$ cat src/rtl/sbm_pkg.sv
package sbm_pkg;

  // Three cells: super-diagonal, main diagonal, sub-diagonal.
  localparam int unsigned SBM_CELLS = 3;

  // Cycles from the first x in the left cell to the last sum leaving it.
  function automatic int run_cycles(input int n);
    return 2 * n + 1;
  endfunction

endpackage

$ cat src/rtl/sbm_cell.sv
module sbm_cell #(
  parameter int DW = 16,
  parameter int AW = 32
) (
  input  logic                 clk,
  input  logic                 rst_n,
  input  logic signed [DW-1:0] x_ld,
  input  logic                 xv_ld,
  input  logic signed [AW-1:0] y_ld,
  input  logic                 yv_ld,
  input  logic signed [DW-1:0] a,
  input  logic                 av,
  output logic signed [DW-1:0] x_q,
  output logic                 xv_q,
  output logic signed [AW-1:0] y_q,
  output logic                 yv_q,
  output logic signed [AW-1:0] y_res,
  output logic                 acc
);

  // Multiply-accumulate with sign-extended product and wrap-around sum.
  function automatic logic signed [AW-1:0] mac(
    input logic signed [AW-1:0] s,
    input logic signed [DW-1:0] c,
    input logic signed [DW-1:0] v
  );
    logic signed [2*DW-1:0] p;
    logic signed [AW-1:0]   pe;
    p  = c * v;
    pe = AW'(p);
    return s + pe;
  endfunction

  always_ff @(posedge clk or negedge rst_n) begin
    if (!rst_n) begin
      x_q  <= '0;
      xv_q <= 1'b0;
      y_q  <= '0;
      yv_q <= 1'b0;
    end else begin
      x_q  <= x_ld;
      xv_q <= xv_ld;
      y_q  <= y_ld;
      yv_q <= yv_ld;
    end
  end

  assign acc   = xv_q && yv_q && av;
  assign y_res = acc ? mac(y_q, a, x_q) : y_q;

endmodule

$ cat src/rtl/sbm_feeder.sv
module sbm_feeder #(
  parameter int N  = 8,
  parameter int DW = 16,
  parameter int CW = 5
) (
  input  logic                 clk,
  input  logic                 rst_n,
  input  logic                 start,
  input  logic [N*DW-1:0]      x_vec,
  output logic                 inj_v,
  output logic signed [DW-1:0] inj_x,
  output logic                 busy,
  output logic                 done,
  output logic [CW-1:0]        cyc_count
);
  import sbm_pkg::*;

  localparam int IW = (N > 1) ? $clog2(N) : 1;
  localparam logic [CW-1:0] LAST_T = CW'(2 * N);
  localparam logic [CW-1:0] END_T  = CW'(2 * N + 1);
  localparam logic [CW-2:0] NK     = (CW-1)'(N);

  logic signed [DW-1:0] xbuf_q [N];
  logic                 busy_q, done_q;
  logic [CW-1:0]        t_q, cnt_q, tn;
  logic [CW-2:0]        k;
  logic                 accept;

  assign accept = start && !busy_q;
  assign tn     = t_q + 1'b1;
  assign k      = tn[CW-1:1];

  // One element per two cycles: x into the left cell, a zero sum into the right.
  always_comb begin
    inj_v = 1'b0;
    inj_x = '0;
    if (accept) begin
      inj_v = 1'b1;
      inj_x = $signed(x_vec[DW-1:0]);
    end else if (busy_q && !tn[0] && (k < NK)) begin
      inj_v = 1'b1;
      inj_x = xbuf_q[k[IW-1:0]];
    end
  end

  always_ff @(posedge clk or negedge rst_n) begin
    if (!rst_n) begin
      busy_q <= 1'b0;
      done_q <= 1'b0;
      t_q    <= '0;
      cnt_q  <= '0;
      for (int i = 0; i < N; i++) xbuf_q[i] <= '0;
    end else if (accept) begin
      busy_q <= 1'b1;
      done_q <= 1'b0;
      t_q    <= '0;
      cnt_q  <= '0;
      for (int i = 0; i < N; i++) xbuf_q[i] <= $signed(x_vec[i*DW +: DW]);
    end else if (busy_q) begin
      t_q <= tn;
      if (t_q == LAST_T) cnt_q <= tn;
      if (t_q == END_T) begin
        busy_q <= 1'b0;
        done_q <= 1'b1;
      end else begin
        done_q <= 1'b0;
      end
    end else begin
      done_q <= 1'b0;
    end
  end

  assign busy      = busy_q;
  assign done      = done_q;
  assign cyc_count = cnt_q;

  assert_start_ignored_R9: assert property (@(posedge clk) disable iff (!rst_n)
    (busy_q && start && t_q != END_T) |=> (busy_q && t_q != '0));

  assert_xbuf_held_R10: assert property (@(posedge clk) disable iff (!rst_n)
    (busy_q && start) |=> $stable(xbuf_q[N-1]));

  assert_done_count_R8: assert property (@(posedge clk) disable iff (!rst_n)
    done_q |-> (cnt_q == CW'(run_cycles(N))));

endmodule

$ cat src/rtl/sbm_band_mv.sv
module sbm_band_mv
  import sbm_pkg::*;
#(
  parameter int N  = 8,
  parameter int DW = 16,
  parameter int AW = 32,
  localparam int CW = $clog2(2 * N + 3)
) (
  input  logic                    clk,
  input  logic                    rst_n,
  input  logic                    start,
  input  logic [N*DW-1:0]         x_vec,
  input  logic [SBM_CELLS*DW-1:0] a_in,
  input  logic [SBM_CELLS-1:0]    a_vld,
  output logic [AW-1:0]           y_out,
  output logic                    y_vld,
  output logic                    busy,
  output logic                    done,
  output logic [CW-1:0]           cyc_count
);

  localparam int NC = SBM_CELLS;

  logic                 inj_v;
  logic signed [DW-1:0] inj_x;

  logic signed [DW-1:0] x_q   [NC];
  logic                 xv_q  [NC];
  logic signed [AW-1:0] y_q   [NC];
  logic                 yv_q  [NC];
  logic signed [AW-1:0] y_res [NC];
  logic                 acc   [NC];

  sbm_feeder #(.N(N), .DW(DW), .CW(CW)) u_feed (
    .clk       (clk),
    .rst_n     (rst_n),
    .start     (start),
    .x_vec     (x_vec),
    .inj_v     (inj_v),
    .inj_x     (inj_x),
    .busy      (busy),
    .done      (done),
    .cyc_count (cyc_count)
  );

  for (genvar c = 0; c < NC; c++) begin : g_cell
    logic signed [DW-1:0] xl;
    logic                 xvl;
    logic signed [AW-1:0] yl;
    logic                 yvl;

    if (c == 0) begin : g_xl
      assign xl  = inj_x;
      assign xvl = inj_v;
    end else begin : g_xn
      assign xl  = x_q[c-1];
      assign xvl = xv_q[c-1];
    end

    if (c == NC - 1) begin : g_yr
      assign yl  = '0;
      assign yvl = inj_v;
    end else begin : g_yn
      assign yl  = y_res[c+1];
      assign yvl = yv_q[c+1];
    end

    sbm_cell #(.DW(DW), .AW(AW)) u_cell (
      .clk   (clk),
      .rst_n (rst_n),
      .x_ld  (xl),
      .xv_ld (xvl),
      .y_ld  (yl),
      .yv_ld (yvl),
      .a     ($signed(a_in[c*DW +: DW])),
      .av    (a_vld[c]),
      .x_q   (x_q[c]),
      .xv_q  (xv_q[c]),
      .y_q   (y_q[c]),
      .yv_q  (yv_q[c]),
      .y_res (y_res[c]),
      .acc   (acc[c])
    );

    if (c > 0) begin : g_chk_x
      assert_x_travel_R3: assert property (@(posedge clk) disable iff (!rst_n)
        xv_q[c] |-> ($past(xv_q[c-1]) && x_q[c] == $past(x_q[c-1])));
    end

    if (c < NC - 1) begin : g_chk_y
      assert_pass_unchanged_R5: assert property (@(posedge clk) disable iff (!rst_n)
        (yv_q[c] && !$past(acc[c+1])) |-> (y_q[c] == $past(y_q[c+1])));
    end
  end

  // Result register at the left end.
  logic [AW-1:0] y_out_q;
  logic          y_vld_q;

  always_ff @(posedge clk or negedge rst_n) begin
    if (!rst_n) begin
      y_out_q <= '0;
      y_vld_q <= 1'b0;
    end else begin
      y_vld_q <= yv_q[0];
      if (yv_q[0]) y_out_q <= y_res[0];
    end
  end

  assign y_out = y_out_q;
  assign y_vld = y_vld_q;

  assert_y_spacing_R6: assert property (@(posedge clk) disable iff (!rst_n)
    y_vld_q |=> !y_vld_q);

  assert_done_pulse_R7: assert property (@(posedge clk) disable iff (!rst_n)
    done |=> !done);

  assert_done_idle_R7: assert property (@(posedge clk) disable iff (!rst_n)
    done |-> !busy);

endmodule

$ cat config.mk
export PLATFORM = sky130hd
export DESIGN_NAME = sbm_band_mv
export DESIGN_NICKNAME = d
export VERILOG_FILES = /design/src/rtl/sbm_pkg.sv /design/src/rtl/sbm_cell.sv /design/src/rtl/sbm_feeder.sv /design/src/rtl/sbm_band_mv.sv
export SDC_FILE = /design/constraint.sdc
export NUM_CORES = 2
export LEC_CHECK = 0
export ABC_AREA = 0
export BUFFER_PORTS_ARGS = -buffer_cell sky130_fd_sc_hd__buf_2
export CAP_MARGIN = 5
export CORE_MARGIN = 4
export CORE_UTILIZATION = 55
export DETAILED_ROUTE_END_ITERATION = 8
export MAX_ROUTING_LAYER = met4
export PLACE_DENSITY = 0.73
export SETUP_SLACK_MARGIN = 0.3
export SYNTH_ARGS = -nofsm -noshare
export SYNTH_HDL_FRONTEND = slang
export SYNTH_SLANG_ARGS = --single-unit
$ cat constraint.sdc
create_clock -name clk -period 18.4 [get_ports clk]
set_input_delay 5.52 -clock clk [delete_from_list [all_inputs] [get_ports clk]]
set_output_delay 5.52 -clock clk [all_outputs]
set_load 0.05 [all_outputs]
==> qor_table.md <==
| Stage | Result | This run |
| --- | --- | --- |
| synthesis | Post-Syn Nets | 5751 |
| synthesis | Synth Area in XOR/XNOR | 2.10% |
| routing | Routed Wire Length | 107000 um |
| floorplanning | Initial standard-cell utilization of the core | 55.7% |
| synthesis | Predominant post-synthesis flop cell | sky130_fd_sc_hd__dfrtp_1 |
| synthesis | Synthesized flop and latch total | 288 |
| setup path | Library cell appearing most often on the critical path | sky130_fd_sc_hd__fa_1 |
| routing | Routed vias | 30.2k |
| floorplanning | Floorplan core area | 76200 um^2 |
| timing | Top achievable clock speed | 87.6 MHz |
| clock network | Post-cts gate resize count | 0 |
| setup path | Critical Path Sink Type | register |
| timing | Final critical path time including I/O delays and setup | 11.42 ns |
| setup path | CP Launch Point | a_in[31] |
| timing | Worst setup slack after layout | 6.98 ns |
| grt | Most utilized layer in the global route result | met2 |
| setup path | Launch instance of the worst register-to-register path | g_cell[0].u_cell.x_q[1]$_DFF_PN0_ |
| worst hold path | Hold worst-path end | u_feed.xbuf_q[92]$_DFFE_PN0P_ |
| grt | Global-route usage over all layers | 28.1% |
| timing | Actual slew at the worst max-slew pin | 1.18 ns |
| floorplanning | Site Rows | 101 |
| routing | Routed wirelength normalized by instance count | 19.0 um |
| synthesis | Proportion of netlist area held by the largest area contributor | 39.9% |
| grt | Pin count of the biggest net entering global routing | 113 |
| worst hold path | Min-Delay Path Depth | 2 |
| setup path | Crit-path slowest cell | sky130_fd_sc_hd__fa_1 |
| layout | Area growth from synthesis to final layout | 7.62% |
| power and ir drop | Leakage | 24.7 nW |
| setup path | Highest net fanout along the worst path | 16 |
| synthesis | Multiplexer area fraction after synthesis | 2.45% |
| timing | Max-slew headroom at the worst pin | 21.3% |
| timing | Setup repair after global routing missed its margin | no |
| grt | Global routing usage on met2 | 46.3% |
| synthesis | Top cell type by total area after synthesis | sky130_fd_sc_hd__fa_1 |
| clock network | Clock network latency to the later pin of the worst-skew pair | 0.56 ns |
| outcome | Result of the run | finished, final reports clean |
| synthesis | Cell variety after synth | 67 |
| placement | Port Buf Inserts | 221 |
| routing | Post-DR vias/cell | 5.35 |
| setup path | Depth of the worst register-to-register path | 21 |
| grt | Overflow left after global routing | 0 |
| setup path | Family of cells with the greatest summed delay on the critical path | adder cells |
| synthesis | Netlist area before placement | 42400 um^2 |
| floorplanning | Area of the die | 81700 um^2 |
| worst hold path | Worst hold path type | reg2reg |
| clock network | Clk Tree Root Cell | sky130_fd_sc_hd__clkbuf_16 |
| floorplanning | Top-Level Pins | 222 |
| layout | Commonest non-fill, non-tap cells in the layout | sky130_fd_sc_hd__inv_1 (974), sky130_fd_sc_hd__fa_1 (846), sky130_fd_sc_hd__nand2_1 (806) |
| synthesis | Synthesis warning total | 0 |
| timing | Hold WS | 0.469 ns |
| grt | Vias in the first global route | 33.1k |
| synthesis | Leading cell types by total area after synthesis | sky130_fd_sc_hd__fa_1 (40%), sky130_fd_sc_hd__dfrtp_1 (17%), sky130_fd_sc_hd__inv_1 (8.6%) |
| setup path | Destination of the worst register-to-register timing path | y_out[31]$_DFFE_PN0P_ |
| clock network | Post-CTS Hold Fix Bufs | 0 |
| timing | Clock Skew | 0.0316 ns |
| setup path | Class of the most critical setup path | in2reg |
| setup path | R2r setup slk | 11.35 ns |
| setup path | Number of buffers and inverters on the critical path | 6 |
| layout | End-of-flow core utilization | 59.9% |
| layout | Post-layout instance count excluding filler cells | 5638 |
| timing | Final Hold Vio Count | 0 |
| placement | Detailed-placement wirelength estimate | 85500 um |
| synthesis | Portion of the post-synthesis area used by sequential elements | 17.0% |
| routing | ANT nets after route | 0 |
| synthesis | Share of synthesized cell area in and, or, nand and nor gates | 15.4% |
| clock network | CTS sink count | 288 |
| grt | Met3 global-route usage | 4.42% |
| power and ir drop | Total power density per cell area | 183 nW/um^2 |
| synthesis | Number of flops mapped to enable cells by yosys | 0 |
| setup path | Largest stage delay, worst path | 0.72 ns |
| clock network | # Post-CTS Setup Buffers | 0 |
| clock network | Clk buf depth | 3 |
| synthesis | Main combinational cell family by area after synthesis | adder cells |
| routing | DRC | 0 |
| routing | Starting DRC count in detailed routing | 1912 |
| power and ir drop | Peak supply drop | 151 uV |
| clock network | Count of H-tree levels built during CTS | 2 |
| grt | Met1 usage in global routing | 36.3% |
| floorplanning | Die Y-Extent | 286 um |
| synthesis | Adder and majority cell fraction of the synthesized area | 48.2% |
| timing | Final Max Slew Viols | 0 |
| clock network | TritonCTS clock tree | yes |
| layout | Fraction of final layout cells with drive strength greater than 1 | 7.73% |
| synthesis | Compound-cell area share of the yosys netlist | 4.94% |
| timing | Setup Total Neg Slack | 0 ns |
| routing | Pre-antenna DRT Iters | 6 |
| timing | Period utilization | 62.1% |
| timing | Number of setup violations in the final report | 0 |
| placement | Routability congestion estimate | 0.901 |
| grt | Number of antenna violations at the first check in global routing | 18 |
| synthesis | Mapped Avg Cell Area | 9.56 um^2 |
| clock network | Number of buffers created by CTS | 37 |
| synthesis | Async S/R FF share, synth | 100% |
| layout | Most common library cell in the layout ignoring fill and taps | sky130_fd_sc_hd__inv_1 |
| setup path | Startpoint type of the worst setup path | input port |
| setup path | Worst path required time | 18.85 ns |
| placement | Setup Slack @ Placement | 6.41 ns |
| clock network | CTS clk-pin slew, worst paths | 0.06 ns |
| worst hold path | Origin of the worst min-delay path | u_feed.xbuf_q[92]$_DFFE_PN0P_ |
| floorplanning | Die W | 286 um |
| placement | Total placed cells including tap cells | 5554 |
| setup path | Data arrival time of the worst path | 11.87 ns |
| setup path | Cells traversed along the worst timing path | buf_2, nand2_1, inv_1, fa_1, inv_1, fa_1, inv_1, fa_1, fa_1, fa_1, inv_1, fa_1, inv_1, ha_1, and4_1, nand3_1, o41ai_1, a31oi_1, a31oi_1, a31oi_1, xnor2_1, o21ai_0 |
| synthesis | Post-synthesis instance total | 4442 |
| layout | Final net count | 5872 |
| job | MaxCap Viol Count | 0 |
| grt | First-pass GRT wire length | 176000 um |
cell families (layout without fill, tap and decap cells):
| kind of cell | count (synthesis) | after routing |
|---|---|---|
| flops | 288 | 288 |
| other cells | 0 | 18 |
| compound gates | 323 | 323 |
| buf+inv | 1127 | 1275 |
| mux | 63 | 63 |
| xor+xnor | 102 | 102 |
| fa+ha+maj | 1127 | 1127 |
| simple gates | 1412 | 1412 |
worst register-to-register path: stages (launching register included):
cell                       delay, ns
sky130_fd_sc_hd__dfrtp_1        0.66
sky130_fd_sc_hd__nand2_1        0.31
sky130_fd_sc_hd__inv_1          0.09
sky130_fd_sc_hd__fa_1           0.71
sky130_fd_sc_hd__inv_1          0.11
sky130_fd_sc_hd__fa_1           0.54
sky130_fd_sc_hd__inv_1          0.34
sky130_fd_sc_hd__fa_1           0.52
sky130_fd_sc_hd__fa_1           0.51
sky130_fd_sc_hd__fa_1           0.50
sky130_fd_sc_hd__inv_1          0.05
sky130_fd_sc_hd__fa_1           0.47
sky130_fd_sc_hd__inv_1          0.04
sky130_fd_sc_hd__ha_1           0.35
sky130_fd_sc_hd__nand4_1        0.15
sky130_fd_sc_hd__nor2_1         0.40
sky130_fd_sc_hd__nand2_1        0.13
sky130_fd_sc_hd__o2111a_1       0.37
sky130_fd_sc_hd__nor4_1         0.32
sky130_fd_sc_hd__nor3_1         0.10
sky130_fd_sc_hd__xnor2_1        0.14
sky130_fd_sc_hd__o21ai_0        0.09
registers in the layout, indices dropped and copies added (netlist names):
register	count
g_cell.u_cell.yv_q	1
u_feed.cyc_count	5
y_out	32
u_feed.done	1
u_feed.xbuf_q	128
y_vld	1
g_cell.u_cell.xv_q	2
u_feed.busy	1
g_cell.u_cell.y_q	64
u_feed.t_q	5
g_cell.u_cell.x_q	48
cell type report:
| cell class | instances | area (um^2) |
|---|---|---|
| clock buffer | 49 | 981 |
| fill | 6520 | 30500 |
| inverter | 974 | 3660 |
| sequential | 288 | 7210 |
| tap | 1030 | 1290 |
| multi-input combinational | 3027 | 31100 |
| antenna | 18 | 45.0 |
| clock inverter | 17 | 221 |
| timing repair buffer | 235 | 1220 |
per-stage QoR:
step	total power, mW	area (um^2)
after detailed placement	7.63	44400
after global routing	9.42	45700
after floorplan	6.07	42400
after global placement	7.44	44400
after CTS	8.40	45600
final	8.37	45700
layer usage:
layer / routed length [um] / part of all wire (%)
met5: 0 / 0
met4: 3110 / 2.9
met1: 43800 / 41
met2: 53000 / 50
met3: 6970 / 6.5
how the worst max path moves through the flow:
stage / end / slack [ns] / cells after the start
floorplan: g_cell[0].u_cell.y_q[30]$_DFF_PN0_ / 7.12 / 22
finish: g_cell[0].u_cell.y_q[30]$_DFF_PN0_ / 6.98 / 22
CTS: y_out[28]$_DFFE_PN0P_ / 7.03 / 22
global placement: g_cell[0].u_cell.y_q[31]$_DFF_PN0_ / 6.55 / 21
global route: y_out[28]$_DFFE_PN0P_ / 6.56 / 22
detailed placement: y_out[28]$_DFFE_PN0P_ / 6.41 / 22
cells in the mapped netlist (all sizes together) (5+ instances only):
cell type and number:
a211oi 12, a21boi 5, a21o 26, a21oi 74
a221o 7, a221oi 6, a22oi 12, a31oi 10
and2 379, and3 12, buf 5, clkbuf 148
dfrtp 288, fa 846, ha 281, inv 974
mux2 7, mux2i 24, mux4 32, nand2 808
nand2b 21, nand3 26, nand4 7, nor2 102
nor2b 9, nor3 21, nor3b 6, o211ai 8
o21a 15, o21ai 101, o21bai 8, o31ai 6
or2 7, or3 7, xnor2 64, xor2 38
power by group:
group          internal, mW  switching [mW]  leakage [nW]
registers             0.856           0.271          3.76
logic                  2.71            3.81          20.3
clock network         0.423           0.299         0.572
total                  3.99            4.38          24.7
(Power assumes the default switching activity.)
